File: src/rtl/chaser_pkg.sv
package chaser_pkg;

    // Walk controller states
    typedef enum logic [1:0] {
        ST_IDLE = 2'd0,   // bank dark, position held at zero
        ST_WALK = 2'd1,   // some position below the last is lit
        ST_LAST = 2'd2    // highest position is lit, next step wraps
    } chase_state_t;

endpackage

File: src/rtl/chaser_prescaler.sv
module chaser_prescaler #(
    parameter int STEP_TICKS = 500000
) (
    input  logic clk,
    input  logic rst,
    input  logic run,
    output logic tick
);
    localparam int CNT_W = (STEP_TICKS > 2) ? $clog2(STEP_TICKS) : 1;
    localparam logic [CNT_W-1:0] TERM = CNT_W'(STEP_TICKS - 1);

    logic [CNT_W-1:0] cnt;

    always_ff @(posedge clk) begin
        if (rst || !run) begin
            cnt <= '0;
        end else if (cnt == TERM) begin
            cnt <= '0;
        end else begin
            cnt <= cnt + 1'b1;
        end
    end

    assign tick = run && (cnt == TERM);

    // the interval counter never passes its terminal count
    assert_cnt_in_range_R4: assert property (@(posedge clk) disable iff (rst)
        cnt <= TERM);

    // a stopped prescaler restarts its interval from zero
    assert_restart_from_zero_R4: assert property (@(posedge clk) disable iff (rst)
        !run |=> cnt == '0);

endmodule

File: src/rtl/chaser_position.sv
module chaser_position #(
    parameter int NUM_LEDS = 14
) (
    input  logic                        clk,
    input  logic                        rst,
    input  logic                        clear,
    input  logic                        advance,
    output logic [$clog2(NUM_LEDS)-1:0] pos
);
    localparam int POS_W = $clog2(NUM_LEDS);
    localparam logic [POS_W-1:0] TOP = POS_W'(NUM_LEDS - 1);

    always_ff @(posedge clk) begin
        if (rst || clear) begin
            pos <= '0;
        end else if (advance) begin
            if (pos == TOP) begin
                pos <= '0;
            end else begin
                pos <= pos + 1'b1;
            end
        end
    end

    // a step moves exactly one place upward
    assert_step_up_R5: assert property (@(posedge clk) disable iff (rst)
        (advance && !clear && pos != TOP) |=> pos == $past(pos) + 1'b1);

    // stepping from the highest place returns to the lowest
    assert_wrap_R6: assert property (@(posedge clk) disable iff (rst)
        (advance && !clear && pos == TOP) |=> pos == '0);

    // without a step the position holds
    assert_hold_R4: assert property (@(posedge clk) disable iff (rst)
        (!advance && !clear) |=> $stable(pos));

endmodule

File: src/rtl/chaser_onehot.sv
module chaser_onehot #(
    parameter int NUM_LEDS = 14
) (
    input  logic                        lit,
    input  logic [$clog2(NUM_LEDS)-1:0] pos,
    output logic [NUM_LEDS-1:0]         bank
);
    localparam int POS_W = $clog2(NUM_LEDS);

    for (genvar i = 0; i < NUM_LEDS; i++) begin : g_bit
        assign bank[i] = lit && (pos == POS_W'(i));
    end

endmodule

File: src/rtl/led_chaser_alarm.sv
module led_chaser_alarm #(
    parameter int NUM_LEDS   = 14,
    parameter int STEP_TICKS = 500000
) (
    input  logic                clk,
    input  logic                rst,
    input  logic                zero_flag,
    input  logic                alarm_en,
    output logic [NUM_LEDS-1:0] led
);
    import chaser_pkg::*;

    localparam int POS_W = $clog2(NUM_LEDS);
    localparam logic [POS_W-1:0] PENULT = POS_W'(NUM_LEDS - 2);

    chase_state_t     state, state_nx;
    logic             armed;
    logic             run;
    logic             tick;
    logic             lit;
    logic [POS_W-1:0] pos;

    assign armed = zero_flag && alarm_en;
    assign run   = armed && (state != ST_IDLE);

    // State register
    always_ff @(posedge clk) begin
        if (rst) begin
            state <= ST_IDLE;
        end else begin
            state <= state_nx;
        end
    end

    // Transitions
    always_comb begin
        state_nx = state;
        unique case (state)
            ST_IDLE: begin
                if (armed) state_nx = ST_WALK;
            end
            ST_WALK: begin
                if (!armed)                        state_nx = ST_IDLE;
                else if (tick && pos == PENULT)    state_nx = ST_LAST;
            end
            ST_LAST: begin
                if (!armed)     state_nx = ST_IDLE;
                else if (tick)  state_nx = ST_WALK;
            end
            default: state_nx = ST_IDLE;
        endcase
    end

    // Outputs
    always_comb begin
        unique case (state)
            ST_IDLE: lit = 1'b0;
            ST_WALK: lit = 1'b1;
            ST_LAST: lit = 1'b1;
            default: lit = 1'b0;
        endcase
    end

    chaser_prescaler #(.STEP_TICKS(STEP_TICKS)) u_prescaler (
        .clk  (clk),
        .rst  (rst),
        .run  (run),
        .tick (tick)
    );

    chaser_position #(.NUM_LEDS(NUM_LEDS)) u_position (
        .clk     (clk),
        .rst     (rst),
        .clear   (!run),
        .advance (tick),
        .pos     (pos)
    );

    chaser_onehot #(.NUM_LEDS(NUM_LEDS)) u_onehot (
        .lit  (lit),
        .pos  (pos),
        .bank (led)
    );

    // a single LED is lit whenever the walk is active
    assert_single_lit_R7: assert property (@(posedge clk) disable iff (rst)
        state != ST_IDLE |-> $onehot(led));

    // disarming darkens the bank at the next edge
    assert_dark_after_disarm_R8: assert property (@(posedge clk) disable iff (rst)
        !armed |=> led == '0);

    // arming from idle lights the lowest LED first
    assert_start_low_R3: assert property (@(posedge clk) disable iff (rst)
        (state == ST_IDLE && armed) |=> led == NUM_LEDS'(1));

    // the LAST state always shows the highest LED
    assert_last_top_R6: assert property (@(posedge clk) disable iff (rst)
        state == ST_LAST |-> led[NUM_LEDS-1]);

endmodule

File: config.mk
export PLATFORM = sky130hd
export DESIGN_NAME = led_chaser_alarm
export DESIGN_NICKNAME = d
export VERILOG_FILES = /design/src/rtl/chaser_pkg.sv /design/src/rtl/chaser_prescaler.sv /design/src/rtl/chaser_position.sv /design/src/rtl/chaser_onehot.sv /design/src/rtl/led_chaser_alarm.sv
export SDC_FILE = /design/constraint.sdc
export NUM_CORES = 1
export LEC_CHECK = 0
export ABC_AREA = 1
export CAP_MARGIN = 20
export CORE_MARGIN = 2
export CORE_UTILIZATION = 58
export CTS_BUF_LIST = sky130_fd_sc_hd__clkbuf_4 sky130_fd_sc_hd__clkbuf_8
export DETAILED_ROUTE_END_ITERATION = 10
export PLACE_DENSITY = 0.81
export SETUP_SLACK_MARGIN = 0.02
export SLEW_MARGIN = 0
export SYNTH_ARGS = -nofsm -noshare
export SYNTH_HDL_FRONTEND = slang
export SYNTH_SLANG_ARGS = --single-unit
File: constraint.sdc
create_clock -name clk -period 1.8 [get_ports clk]
set_clock_uncertainty 0.15 [all_clocks]
set_input_delay 0.45 -clock clk [delete_from_list [all_inputs] [get_ports clk]]
set_output_delay 0.45 -clock clk [all_outputs]
set_load 0.01 [all_outputs]
==> results.json, run 1 <==
{
  "tns_ns": -1.83,
  "synth_seq_cells": 25,
  "drive_gt1_share_pct": 29.8,
  "grt_pass1_vias": 1389,
  "cp-startpoint": "state[0]$_SDFFE_PP0P_",
  "clock_latency_ns": 0.32,
  "slowest_stage": "dfxtp_2",
  "fillers": 187,
  "ys_async_sr_fraction_pct": 0,
  "cp_max_fo": 4,
  "grt_pass1_wl_um": 5510,
  "arrival_ns": 1.35,
  "antenna_cells": 0,
  "yosys_warnings": 0,
  "cts_tree": "yes",
  "dieArea_mm2": 0.00311,
  "setup_viol": 14,
  "reg2reg_from": "u_prescaler.cnt[1]$_SDFF_PP0_",
  "r2r_setup_slack_ns": 0.13,
  "first_pass_iters": 4,
  "rsz0062_at_grt": "yes",
  "ir_drop_mv": 0.923,
  "whs_path_depth": 2,
  "synth_area_mm2": 0.00155,
  "core_area_mm2": 0.00250,
  "clk_pin_slew_ns": 0.13,
  "yosysUniqueCellTypes": 28,
  "portBuffers": 17,
  "final_net_count": 285,
  "boundaryPins": 18,
  "final-max-slew-violation-count": 0,
  "leakage_nw": 0.847,
  "path_delay_family": "flip-flops",
  "initial_core_util_pct": 62.1,
  "multi_input_area_um2": 980,
  "ys.flop_type": "dfxtp_1",
  "hold_start": "u_position.pos[2]$_SDFFE_PP0P_",
  "grt_overflow_total": 0,
  "fmax_mhz": 512,
  "antenna_found_initial": 0,
  "htreeDepth": 1,
  "area_growth_pct": 28.1,
  "antenna_left": 0,
  "critPathRequiredTime_ns": 1.20,
  "drt_wl_total_um": 3190,
  "fp.dieH_um": 55.7,
  "placed_cells": 300,
  "vias_per_cell": 5.05,
  "synth_edf_count": 0,
  "cp-start-kind": "flop",
  "ff_latch_area_um2": 505,
  "crit_chain": "inv_2 > ha_4 > nand2_4 > nor3_2 > buf_2",
  "place_ws_ns": -0.392,
  "post-route-period-util_pct": 109,
  "power.density_mw_per_mm2": 707,
  "hold_viol": 0,
  "min_path_type": "flop to flop",
  "worst-path-buf-inv": 2,
  "rows": 18,
  "grt_max_degree": 15,
  "yosysSeqAreaShare_pct": 32.2,
  "slew_headroom_pct": 82.4,
  "path_class": "flop to output pin",
  "cp.depth": 5,
  "critPathMaxStageDelay_ns": 0.36,
  "outcome": "finished with violations",
  "clock-sinks": 25,
  "synth_nets": 240,
  "vias": 1541,
  "violations": "setup timing",
  "post-route-min-period_ns": 1.95,
  "clockBufferDepth": 2,
  "cp-end-kind": "output pin",
  "setup_ws_ns": -0.153,
  "remaining_drc_errors": 0,
  "finalPower_w": 0.00141,
  "gp_congestion": 0.909,
  "worst_slew_pin_slew_ns": 0.264,
  "syn_area_per_cell_um2": 6.72,
  "cts_buffers": 3,
  "grtUsageTotal_pct": 21.7,
  "stdcell_count": 305,
  "drt_iter0_markers": 34,
  "cts-root-buf": "clkbuf_4",
  "max_cap_violations": 0,
  "reg2reg_depth": 7,
  "syn_inst": 231,
  "wl_per_cell_um": 10.5,
  "die-width_um": 55.7,
  "dp_hpwl_um": 2490
}
-- timing repair --
item | 4_1_cts | 5_1_grt
setup endpoints to repair | 14 | 33
gates cloned | 0 | 0
resized for setup | 72 | 14
pin swaps | 8 | 3
hold buffers | 0 | 0
buffers inserted | 0 | 1
-- placed cells by master (no fill, tap or decap), drive strengths merged --
master         instances
nor3b                  1
nor3                  17
inv                   38
a22oi                  1
ha                     5
and2                   1
clkdlybuf4s50          3
o21ai                  7
a211oi                 1
a21oi                 12
dfxtp                 25
xor2                   5
nand2                 45
nand4                  6
nand3b                 3
buf                   39
clkbuf                 3
clkinv                 1
nand3                 17
or2                    1
xnor2                  1
nor2                  43
-- tightest hold or removal path: cells and delay by family, from the launching register on --
family | cells | cell delay (ns)
simple gates | 1 | 0.06
compound gates | 1 | 0.05
flops | 1 | 0.35
-- per-layer routing --
layer,part of all wire (%),global-route usage [%],wire length [um]
met2,51,40.8,1640
met1,43,24.0,1390
met3,3.4,3.26,107
met4,1.8,9.06,57
met5,0,0,0
-- sequential cells by signal, indices dropped and copies added (netlist names) --
signal	flops
u_position.pos	4
u_prescaler.cnt	19
state	2
-- kinds of logic (layout without fill, tap and decap cells) --
| logic type | count (synthesis) | in the layout | synth area share (%) |
|---|---|---|---|
| and+or+nand+nor | 134 | 134 | 43.4 |
| DFF | 25 | 25 | 32.2 |
| adders and majority gates | 5 | 5 | 4.03 |
| xor gates and xnor gates | 6 | 6 | 3.38 |
| buffers and inverters | 40 | 84 | 9.91 |
| AOI/OAI and AO/OA | 21 | 21 | 7.09 |
-- layout make-up --
class                           count  share of cell area, %
Clock buffer                        3                   1.13
Clock inverter                      1                  0.252
Inverter                           38                   7.30
Multi-Input combinational cell    166                   49.2
Sequential cell                    25                   25.4
Tap cell                           30                   1.89
Timing Repair Buffer               42                   14.8
-- final timing paths --
path / to
setup / recovery: led[1]
hold / removal: u_position.pos[2]$_SDFFE_PP0P_
setup reg to reg: u_prescaler.cnt[9]$_SDFF_PP0_
hold reg to reg: u_position.pos[2]$_SDFFE_PP0P_
-- power breakdown --
part	switching [W]	internal, W	total, W
clock network	0.000158	0.0000832	0.000242
logic	0.000324	0.000250	0.000574
registers	0.0000129	0.000579	0.000592
-- stage by stage --
step / hold slack [ns] / instance area, um2 / util (%)
final: 0.348 / 1990 / 79.6
after detailed placement: 0.333 / 1930 / 77.2
after CTS: 0.353 / 1940 / 77.6
after global routing: 0.371 / 1990 / 79.6
after floorplan: 0.297 / 1550 / -
after global placement: 0.326 / 1930 / 77.2
-- cells in the mapped netlist, drive strengths merged, types with 3 or more instances --
| library cell | count | area share (%) |
|---|---|---|
| a21oi | 12 | 3.9 |
| dfxtp | 25 | 32 |
| ha | 5 | 4.0 |
| inv | 38 | 9.2 |
| nand2 | 45 | 11 |
| nand3 | 17 | 6.6 |
| nand3b | 3 | 1.5 |
| nand4 | 6 | 3.4 |
| nor2 | 43 | 12 |
| nor3 | 17 | 7.3 |
| o21ai | 7 | 2.3 |
| xor2 | 5 | 2.8 |
Note: power is estimated with default switching activity, not from simulation.
==> inputs of run 2 (changes only) <==
- HOLD_SLACK_MARGIN: unset -> 0.03
==> results of run 2 <==
The final DEF is identical to that of run 1; final timing and power are the same.
